$ cat src/rtl/spm_pkg.sv
package spm_pkg;
  localparam int PAD_WORD_W = 8;
  localparam int LP_WORD_W  = 5;

  typedef struct packed {
    logic       flag;  // run: sleep opt-in, sleep: output enable
    logic       pd;
    logic       pu;
    logic [1:0] drv;
    logic [2:0] func;
  } pad_word_t;

  typedef struct packed {
    logic oe;
    logic out;
    logic wake_pol;
    logic wake_en;
    logic route_dig;
  } lp_word_t;

  function automatic int lp_to_pad(int lp_idx, int n_pads);
    return n_pads - 1 - lp_idx;
  endfunction
endpackage

$ cat src/rtl/spm_regs.sv
module spm_regs
  import spm_pkg::*;
#(
  parameter int NUM_PADS = 24,
  parameter int NUM_LP   = 18,
  parameter int ADDR_W   = 7,
  parameter int DATA_W   = 8
) (
  input  logic                    clk_i,
  input  logic                    rst_ni,
  input  logic                    we_i,
  input  logic [ADDR_W-1:0]       addr_i,
  input  logic [DATA_W-1:0]       wdata_i,
  output logic [DATA_W-1:0]       rdata_o,
  output pad_word_t [NUM_PADS-1:0] norm_o,
  output pad_word_t [NUM_PADS-1:0] slp_o,
  output lp_word_t  [NUM_LP-1:0]   lp_o
);
  localparam int SLP_BASE = NUM_PADS;
  localparam int LP_BASE  = 2 * NUM_PADS;
  localparam lp_word_t LP_RST = '{route_dig: 1'b1, default: 1'b0};

  pad_word_t [NUM_PADS-1:0] norm_q, slp_q;
  lp_word_t  [NUM_LP-1:0]   lp_q;

  for (genvar g = 0; g < NUM_PADS; g++) begin : g_pad
    always_ff @(posedge clk_i or negedge rst_ni) begin
      if (!rst_ni) begin
        norm_q[g] <= '0;
        slp_q[g]  <= '0;
      end else if (we_i) begin
        if (addr_i == ADDR_W'(g))            norm_q[g] <= pad_word_t'(wdata_i[PAD_WORD_W-1:0]);
        if (addr_i == ADDR_W'(SLP_BASE + g)) slp_q[g]  <= pad_word_t'(wdata_i[PAD_WORD_W-1:0]);
      end
    end
  end

  for (genvar g = 0; g < NUM_LP; g++) begin : g_lp
    always_ff @(posedge clk_i or negedge rst_ni) begin
      if (!rst_ni) lp_q[g] <= LP_RST;
      else if (we_i && addr_i == ADDR_W'(LP_BASE + g))
        lp_q[g] <= lp_word_t'(wdata_i[LP_WORD_W-1:0]);
    end
  end

  always_comb begin
    rdata_o = '0;
    for (int k = 0; k < NUM_PADS; k++) begin
      if (addr_i == ADDR_W'(k))            rdata_o = DATA_W'(norm_q[k]);
      if (addr_i == ADDR_W'(SLP_BASE + k)) rdata_o = DATA_W'(slp_q[k]);
    end
    for (int k = 0; k < NUM_LP; k++)
      if (addr_i == ADDR_W'(LP_BASE + k)) rdata_o = DATA_W'(lp_q[k]);
  end

  assign norm_o = norm_q;
  assign slp_o  = slp_q;
  assign lp_o   = lp_q;
endmodule

$ cat src/rtl/spm_lp_path.sv
module spm_lp_path
  import spm_pkg::*;
#(
  parameter int NUM_LP = 18
) (
  input  logic                  clk_i,
  input  logic                  rst_ni,
  input  logic                  deep_i,
  input  lp_word_t [NUM_LP-1:0] lp_i,
  input  logic [NUM_LP-1:0]     pad_in_i,
  output logic [NUM_LP-1:0]     out_o,
  output logic [NUM_LP-1:0]     oe_o,
  output logic [NUM_LP-1:0]     lp_in_o,
  output logic                  wake_o
);
  logic [NUM_LP-1:0] hold_out_q, hold_oe_q, hit;

  for (genvar i = 0; i < NUM_LP; i++) begin : g_ch
    // tracks live value outside deep sleep, frozen inside it
    always_ff @(posedge clk_i or negedge rst_ni) begin
      if (!rst_ni) begin
        hold_out_q[i] <= 1'b0;
        hold_oe_q[i]  <= 1'b0;
      end else if (!deep_i) begin
        hold_out_q[i] <= lp_i[i].out;
        hold_oe_q[i]  <= lp_i[i].oe;
      end
    end
    assign out_o[i]   = deep_i ? hold_out_q[i] : lp_i[i].out;
    assign oe_o[i]    = deep_i ? hold_oe_q[i]  : lp_i[i].oe;
    assign lp_in_o[i] = ~lp_i[i].route_dig & pad_in_i[i];
    assign hit[i]     = ~lp_i[i].route_dig & lp_i[i].wake_en
                        & ~(pad_in_i[i] ^ lp_i[i].wake_pol);
  end

  assign wake_o = deep_i & (|hit);
endmodule

$ cat src/rtl/spm_pad_sel.sv
module spm_pad_sel
  import spm_pkg::*;
(
  input  logic       sleep_i,
  input  pad_word_t  norm_i,
  input  pad_word_t  slp_i,
  input  logic       mtx_oe_i,
  input  logic       mtx_out_i,
  input  logic       lp_sel_i,
  input  logic       lp_out_i,
  input  logic       lp_oe_i,
  input  logic       pad_in_i,
  output logic [2:0] func_o,
  output logic [1:0] drv_o,
  output logic       pu_o,
  output logic       pd_o,
  output logic       oe_o,
  output logic       out_o,
  output logic       dig_in_o
);
  logic      use_slp;
  pad_word_t cfg;
  logic      dig_oe;

  assign use_slp  = sleep_i & norm_i.flag;
  assign cfg      = use_slp ? slp_i : norm_i;
  assign dig_oe   = use_slp ? slp_i.flag : mtx_oe_i;

  assign func_o   = cfg.func;
  assign drv_o    = cfg.drv;
  assign pu_o     = cfg.pu;
  assign pd_o     = cfg.pd;
  assign oe_o     = lp_sel_i ? lp_oe_i  : dig_oe;
  assign out_o    = lp_sel_i ? lp_out_i : mtx_out_i;
  assign dig_in_o = ~lp_sel_i & pad_in_i;
endmodule

$ cat src/rtl/sleep_pad_mux.sv
module sleep_pad_mux
  import spm_pkg::*;
#(
  parameter int NUM_PADS = 24,
  parameter int NUM_LP   = 18,
  parameter int DATA_W   = 8,
  parameter int ADDR_W   = $clog2(2 * NUM_PADS + NUM_LP)
) (
  input  logic                  clk_i,
  input  logic                  rst_ni,
  input  logic                  sleep_i,
  input  logic                  deep_i,
  input  logic                  we_i,
  input  logic [ADDR_W-1:0]     addr_i,
  input  logic [DATA_W-1:0]     wdata_i,
  output logic [DATA_W-1:0]     rdata_o,
  input  logic [NUM_PADS-1:0]   mtx_oe_i,
  input  logic [NUM_PADS-1:0]   mtx_out_i,
  input  logic [NUM_PADS-1:0]   pad_in_i,
  output logic [3*NUM_PADS-1:0] func_o,
  output logic [2*NUM_PADS-1:0] drv_o,
  output logic [NUM_PADS-1:0]   pu_o,
  output logic [NUM_PADS-1:0]   pd_o,
  output logic [NUM_PADS-1:0]   oe_o,
  output logic [NUM_PADS-1:0]   pad_out_o,
  output logic [NUM_PADS-1:0]   dig_in_o,
  output logic [NUM_LP-1:0]     lp_in_o,
  output logic                  wake_o
);
  localparam int FIRST_LP = NUM_PADS - NUM_LP;

  pad_word_t [NUM_PADS-1:0] norm_cfg, slp_cfg;
  lp_word_t  [NUM_LP-1:0]   lp_cfg;
  logic [NUM_LP-1:0]        lp_pad_in, lp_drv_out, lp_drv_oe;
  logic [NUM_PADS-1:0]      lp_pad_sel;

  spm_regs #(
    .NUM_PADS(NUM_PADS), .NUM_LP(NUM_LP), .ADDR_W(ADDR_W), .DATA_W(DATA_W)
  ) u_regs (
    .clk_i(clk_i), .rst_ni(rst_ni), .we_i(we_i), .addr_i(addr_i),
    .wdata_i(wdata_i), .rdata_o(rdata_o),
    .norm_o(norm_cfg), .slp_o(slp_cfg), .lp_o(lp_cfg)
  );

  for (genvar i = 0; i < NUM_LP; i++) begin : g_lp_in
    assign lp_pad_in[i] = pad_in_i[lp_to_pad(i, NUM_PADS)];
  end

  spm_lp_path #(.NUM_LP(NUM_LP)) u_lp (
    .clk_i(clk_i), .rst_ni(rst_ni), .deep_i(deep_i), .lp_i(lp_cfg),
    .pad_in_i(lp_pad_in), .out_o(lp_drv_out), .oe_o(lp_drv_oe),
    .lp_in_o(lp_in_o), .wake_o(wake_o)
  );

  for (genvar p = 0; p < NUM_PADS; p++) begin : g_pad
    logic sel_lp, lp_out, lp_oe;
    if (p >= FIRST_LP) begin : g_lp
      localparam int LI = NUM_PADS - 1 - p;
      assign sel_lp = ~lp_cfg[LI].route_dig;
      assign lp_out = lp_drv_out[LI];
      assign lp_oe  = lp_drv_oe[LI];
    end else begin : g_dig
      assign sel_lp = 1'b0;
      assign lp_out = 1'b0;
      assign lp_oe  = 1'b0;
    end
    assign lp_pad_sel[p] = sel_lp;

    spm_pad_sel u_sel (
      .sleep_i(sleep_i), .norm_i(norm_cfg[p]), .slp_i(slp_cfg[p]),
      .mtx_oe_i(mtx_oe_i[p]), .mtx_out_i(mtx_out_i[p]),
      .lp_sel_i(sel_lp), .lp_out_i(lp_out), .lp_oe_i(lp_oe),
      .pad_in_i(pad_in_i[p]),
      .func_o(func_o[3*p +: 3]), .drv_o(drv_o[2*p +: 2]),
      .pu_o(pu_o[p]), .pd_o(pd_o[p]), .oe_o(oe_o[p]),
      .out_o(pad_out_o[p]), .dig_in_o(dig_in_o[p])
    );
  end
endmodule

$ cat config.mk
export PLATFORM = sky130hd
export DESIGN_NAME = sleep_pad_mux
export DESIGN_NICKNAME = d
export VERILOG_FILES = /design/src/rtl/spm_pkg.sv /design/src/rtl/spm_regs.sv /design/src/rtl/spm_lp_path.sv /design/src/rtl/spm_pad_sel.sv /design/src/rtl/sleep_pad_mux.sv
export SDC_FILE = /design/constraint.sdc
export NUM_CORES = 1
export LEC_CHECK = 0
export ABC_AREA = 1
export ABC_CLOCK_PERIOD_IN_PS = 3500
export CAP_MARGIN = 20
export CORE_ASPECT_RATIO = 0.9
export CORE_MARGIN = 3
export CORE_UTILIZATION = 40
export DETAILED_ROUTE_END_ITERATION = 8
export PLACE_DENSITY = 0.6
export SETUP_SLACK_MARGIN = 0.5
export SLEW_MARGIN = 20
export SYNTH_ARGS = -nofsm -noshare
export SYNTH_HDL_FRONTEND = slang
export SYNTH_SLANG_ARGS = --single-unit
$ cat constraint.sdc
create_clock -name clk_i -period 3.5 [get_ports clk_i]
set_input_delay 0.35 -clock clk_i [delete_from_list [all_inputs] [get_ports clk_i]]
set_output_delay 0.35 -clock clk_i [all_outputs]
set_load 0.05 [all_outputs]
==> reports/qor.csv, run 1 <==
stage;metric;value;unit
outcome;status;finished, violations left;
outcome;violations;setup timing;
clock_network;cts_inserted_buffers;56;
die;placementRows;90;
final_layout;fillers;6229;
global_routing;track_usage;27.4;%
final_layout;area.growth.synth_to_final;37.8;%
timing;period_minus_slack;5480;ps
pwr;total_power;17.5;mW
final_layout;design_area;37500;µm²
worst_setup_path;cpMaxStageDelayCell;dfrtp_1;
timing;setup_slack;-1980;ps
clock_network;clockRootBuffer;clkbuf_16;
final_layout;final_cell_mix;1311 x nand2_1, 716 x o21ai_0, 492 x dfrtp_1;
place;port_buffers;334;
clock_network;clk_pin_slew;60;ps
route;wl;98.6;mm
worst_setup_path;crit_fanout;2;
route;post_drt_wl_per_cell;19.1;µm
route;ant_nets;0;
die;coreArea;67100;µm²
route;drt_first_iter_violations;2423;
pwr;ir_drop;348;µV
clock_network;insertion_delay;620;ps
final_layout;multi_input_area;11700;µm²
clock_network;tritoncts;done;
run;maxCapViolCount;0;
synth;avgSynthCellArea;7.23;µm²
timing;setup_viol;8;
worst_setup_path;max_stage_delay;410;ps
route;drc;0;
pwr;leakagePower;17.4;nW
timing;finClkSkew;13.5;ps
timing;slew_headroom;30.5;%
pwr;power_density;466;nW/µm²
route;drtPass1Iterations;6;
place;placed_area;34800;µm²
synth;synthesis.nets;3852;
global_routing;grt_start_max_net_pins;88;
worst_setup_path;cp-end-kind;output pin;
die;fp.dieW;281;µm
final_layout;seq_area;12800;µm²
synth;yosys_warnings;0;
die;die-area;71100;µm²
clock_network;cts_buffer_depth;3;
worst_setup_path;startpoint_type;flip-flop;
timing;max_freq;182;MHz
final_layout;layout-drive-gt1-share;20.9;%
synth;ys_seq_area_share;47.0;%
worst_setup_path;arrival;5130;ps
synth;synth_area;27200;µm²
global_routing;gr-total-overflow;0;
die;die-height;253;µm
route;vias;26400;
die;io-pin-count;359;
global_routing;grt_pass1_vias;25300;
final_layout;utilization;55.8;%
place;place_hpwl;71.6;mm
timing;tightest_slew;1040;ps
min_path;hold_class;input port to flip-flop;
global_routing;antenna_found_initial;1;
final_layout;final_nets;4335;
worst_setup_path;cpMostUsedCell;nand2_1;
route;viasPerCell;5.12;
place;place.gp.congestion;0.943;
timing;rsz0062_at_grt;true;
synth;synth_cell_types;36;
synth;postSynthCellCount;3760;
timing;final.period_utilization;157;%
timing;finalHoldViolCount;0;
final_layout;final_common_cell;nand2_1;
clock_network;htreeDepth;2;
worst_setup_path;path_class;flip-flop to output pin;
clock_network;clock-sinks;510;
global_routing;grt_pass1_wl;150;mm
worst_setup_path;required;3150;ps
timing;slew_violations;0;
die;start_util;40.5;%
synth;ys_ff_latch;510;
[synthesized netlist by cell type]
master	number	share of area, %
nand3_1	41	0.75
nor2_1	156	2.2
a21oi_2	2	0.064
nor2_4	4	0.17
o22ai_1	13	0.30
a221oi_1	1	0.032
mux2_2	18	0.75
clkbuf_1	136	1.9
xnor2_1	6	0.19
nor2_2	7	0.16
inv_1	421	5.8
nand2_4	3	0.12
or2_2	36	0.83
inv_2	9	0.12
nand4_1	76	1.7
a21oi_1	53	0.98
o2111ai_1	1	0.032
nand2_1	1358	19
a31oi_1	14	0.32
o211ai_2	1	0.046
a311oi_1	1	0.032
a211oi_1	1	0.028
and3_1	1	0.023
o211ai_1	13	0.36
dfrtp_1	492	45
a221oi_2	1	0.055
buf_2	3	0.055
nand3_2	1	0.037
buf_1	6	0.083
clkinv_1	3	0.041
o21ai_1	17	0.31
nand2_2	3	0.069
o21ai_0	721	13
dfstp_2	18	1.7
nor3_1	3	0.055
buf_4	120	3.3
[repair_timing]
action / 4_1_cts / 5_1_grt
buffers inserted: 10 / 12
hold buffers: 1 / 0
endpoints found under the hold margin: 66 / 0
gates resized for setup: 96 / 49
endpoints found under the setup margin: 9 / 9
pin swaps: 67 / 86
gates cloned: 0 / 0
[where the power goes]
group	internal [mW]	switching [mW]
combinational	1.57	2.37
sequential	6.39	0.392
clock	4.13	2.61
total	12.1	5.37
[sequential cells by signal, indices dropped and copies added (netlist names)]
name / cells
u_regs.norm_o: 192
u_regs.slp_o: 192
u_regs.lp_o: 90
u_lp.hold_oe_q: 18
u_lp.hold_out_q: 18
[layer usage]
metal	global-route usage [%]	part of all wire [%]
met5	0	0.011
met4	8.03	2.8
met3	4.31	7.7
met2	43.3	45
met1	39.0	44
[area by class of cell]
cell class                      count  share of cell area (%)
Sequential cell                   510                    34.1
Multi-Input combinational cell   2552                    31.3
Timing Repair Buffer              690                    21.6
Clock buffer                       81                    4.45
Inverter                          433                    4.41
Tap cell                          874                    2.92
Clock inverter                     24                    1.16
Antenna cell                        1                 0.00668
[metrics by stage]
stage          instances  setup slack, ps  setup TNS (ps)  hold WS, ps
6_report            5165            -1980          -13130          294
5_1_grt             5164            -2300          -16190          310
4_1_cts             5152            -2010          -13480          252
3_5_place_dp        5036            -2390          -16530          409
3_3_place_gp        5036            -2400          -16070          406
2_1_floorplan       3760             -244            -719         54.4
[worst max-delay path: cells and delay by family (launching register included)]
| family | cells | cell delay (ps) |
|---|---|---|
| flops | 1 | 410 |
| buf+inv | 1 | 170 |
| simple gates | 38 | 3930 |
[worst paths after layout]
check	from	endpoint	slack (ps)	cells past startpoint
min in group asynchronous	rst_ni	u_regs.slp_o[133]	340	2
max reg2reg	u_regs.lp_o[89]	u_lp.hold_oe_q[17]	2400	2
min	deep_i	u_lp.hold_out_q[16]	290	4
min reg2reg	u_lp.hold_out_q[3]	u_lp.hold_out_q[3]	480	2
max in group asynchronous	rst_ni	u_regs.norm_o[184]	2000	4
max	u_regs.slp_o[0]	rdata_o[0]	-1980	39
[kinds of logic (layout without fill, tap and decap cells)]
kind of cell	after synthesis	count (layout)	share of synthesized area, %
and+or+nand+nor	1689	1689	24.9
AOI/OAI and AO/OA	839	839	15.8
buffers and inverters	698	1228	11.3
DFF	510	510	47.0
muxes	18	18	0.746
xor gates and xnor gates	6	6	0.193
other	0	1	0
(Power assumes the default switching activity.)
==> run 2, diff against run 1 <==
--- a/config.mk
+++ b/config.mk
@@ -9,10 +9,9 @@
 export ABC_CLOCK_PERIOD_IN_PS = 3500
 export CAP_MARGIN = 20
 export CORE_ASPECT_RATIO = 0.9
-export CORE_MARGIN = 3
 export CORE_UTILIZATION = 40
 export DETAILED_ROUTE_END_ITERATION = 8
-export PLACE_DENSITY = 0.6
+export PLACE_DENSITY = 0.62
 export SETUP_SLACK_MARGIN = 0.5
 export SLEW_MARGIN = 20
 export SYNTH_ARGS = -nofsm -noshare
==> run 2 against run 1 <==
  * The run still ends with setup timing left
  * Die area shrank 3.0%
  * First-iteration DRC count up 9.0%
  * Count of clock-buffer cells in the layout shrank 8
  * Sequential share of layout area increased by 0.16 points
  * Clock skew is 2.1 ps lower
  * Utilization shrank 0.26 points
  * Cell area is 0.47% lower
  * Sequential power barely moved
  * Non-clock buffer count down 10
  * Critical endpoint unchanged
  * Highest routed layer unchanged
==> reports/qor.csv, run 2 (synthesis results as in run 1) <==
stage;metric;value;unit
route;drc;0;
worst_setup_path;crit_fanout;5;
final_layout;area.growth.synth_to_final;37.2;%
final_layout;utilization;55.5;%
final_layout;final_cell_mix;1309 x nand2_1, 714 x o21ai_0, 492 x dfrtp_1;
place;port_buffers;334;
place;place_hpwl;70.0;mm
worst_setup_path;path_class;input port to output pin;
worst_setup_path;cpMaxStageDelayCell;clkdlybuf4s15_2;
global_routing;grt_pass1_vias;24900;
timing;max_freq;184;MHz
timing;setup_slack;-1930;ps
worst_setup_path;startpoint_type;input port;
global_routing;gr-total-overflow;0;
timing;finClkSkew;11.4;ps
clock_network;htreeDepth;2;
worst_setup_path;arrival;5080;ps
global_routing;track_usage;27.5;%
clock_network;clockRootBuffer;clkbuf_16;
route;viasPerCell;5.14;
route;drt_first_iter_violations;2642;
final_layout;final_common_cell;nand2_1;
pwr;ir_drop;420;µV
route;drtPass1Iterations;8;
clock_network;tritoncts;done;
clock_network;cts_inserted_buffers;55;
die;placementRows;90;
global_routing;grt_pass1_wl;147;mm
timing;tightest_slew;975;ps
route;vias;26500;
min_path;hold_class;input port to async pin;
clock_network;clock-sinks;510;
final_layout;final_nets;4324;
outcome;violations;setup timing;
timing;finalHoldViolCount;0;
final_layout;layout-drive-gt1-share;20.7;%
worst_setup_path;required;3150;ps
place;place.gp.congestion;0.974;
route;post_drt_wl_per_cell;18.7;µm
die;fp.dieW;277;µm
run;maxCapViolCount;0;
timing;final.period_utilization;155;%
clock_network;cts_buffer_depth;3;
die;coreArea;67100;µm²
timing;slew_headroom;35.0;%
pwr;leakagePower;17.3;nW
timing;rsz0062_at_grt;true;
place;place_ws;-2380;ps
route;ant_nets;0;
die;start_util;40.5;%
worst_setup_path;max_stage_delay;250;ps
clock_network;clk_pin_slew;70;ps
route;wl;96.5;mm
timing;setup_viol;8;
die;die-height;249;µm
clock_network;insertion_delay;620;ps
timing;period_minus_slack;5430;ps
worst_setup_path;cp-end-kind;output pin;
timing;slew_violations;0;
timing;fin_setup_tns;-13230;ps
die;die-area;69000;µm²
global_routing;grt_start_max_net_pins;103;
die;io-pin-count;359;
global_routing;antenna_found_initial;2;
outcome;status;finished, violations left;
pwr;power_density;459;nW/µm²
worst_setup_path;cpMostUsedCell;nand2_1;
[run 2: what timing repair did]
action,CTS,global route
hold buffers,1,0
gates resized for setup,105,44
hold endpoints to repair,83,0
setup endpoints to repair,9,9
setup buffers,6,3
pin swaps,50,52
[run 2: path summary, 6_finish.rpt]
check / depth (start not counted) / end / slack [ps] / startpoint
min in group clk_i: 4 / u_lp.hold_out_q[7] / 390 / deep_i
setup / recovery: 44 / rdata_o[0] / -1930 / addr_i[3]
setup reg to reg: 2 / u_lp.hold_oe_q[16] / 2410 / u_regs.lp_o[84]
max in group asynchronous: 3 / u_regs.lp_o[70] / 2030 / rst_ni
hold / removal: 2 / u_regs.norm_o[138] / 360 / rst_ni
hold reg to reg: 2 / u_lp.hold_out_q[13] / 480 / u_lp.hold_out_q[13]
[run 2: stage by stage]
stage | power (mW) | area [µm²] | hold slack (ps) | cells
after floorplan | 8.84 | 27300 | 54.4 | 3760
after global placement | 10.7 | 34800 | 458 | 5039
after detailed placement | 10.7 | 34800 | 467 | 5039
after CTS | 17.2 | 37100 | 348 | 5148
after global routing | 17.7 | 37300 | 401 | 5151
final | 17.1 | 37300 | 357 | 5153
[run 2: layout make-up]
class / instances / area [µm²]
clock buffer: 73 / 1590
sequential: 510 / 12800
inverter: 433 / 1650
multi-input combinational: 2552 / 11800
fill: 6214 / 29800
tap: 874 / 1090
clock inverter: 29 / 397
timing repair buffer: 680 / 8010
antenna: 2 / 5.00
[run 2: worst max-delay path: cells and delay by family]
kind                   cells  cell delay (ps)
buffers and inverters      6              750
and+or+nand+nor           38             3960
[run 2: power breakdown]
| part | internal, mW | switching (mW) | leakage (nW) | total [mW] |
|---|---|---|---|---|
| registers | 6.39 | 0.385 | 6.87 | 6.78 |
| clock network | 3.84 | 2.56 | 0.980 | 6.40 |
| logic | 1.58 | 2.36 | 9.49 | 3.94 |
| total | 11.8 | 5.30 | 17.3 | 17.1 |
[run 2: routing by layer]
layer  up-vias  GRT usage [%]  routed length (µm)
li1      12800              -                   -
met1     12500           39.2               42900
met2      1027           42.7               43400
met3       157           4.29                7120
met4         2           8.95                3050
met5         -              0                  12
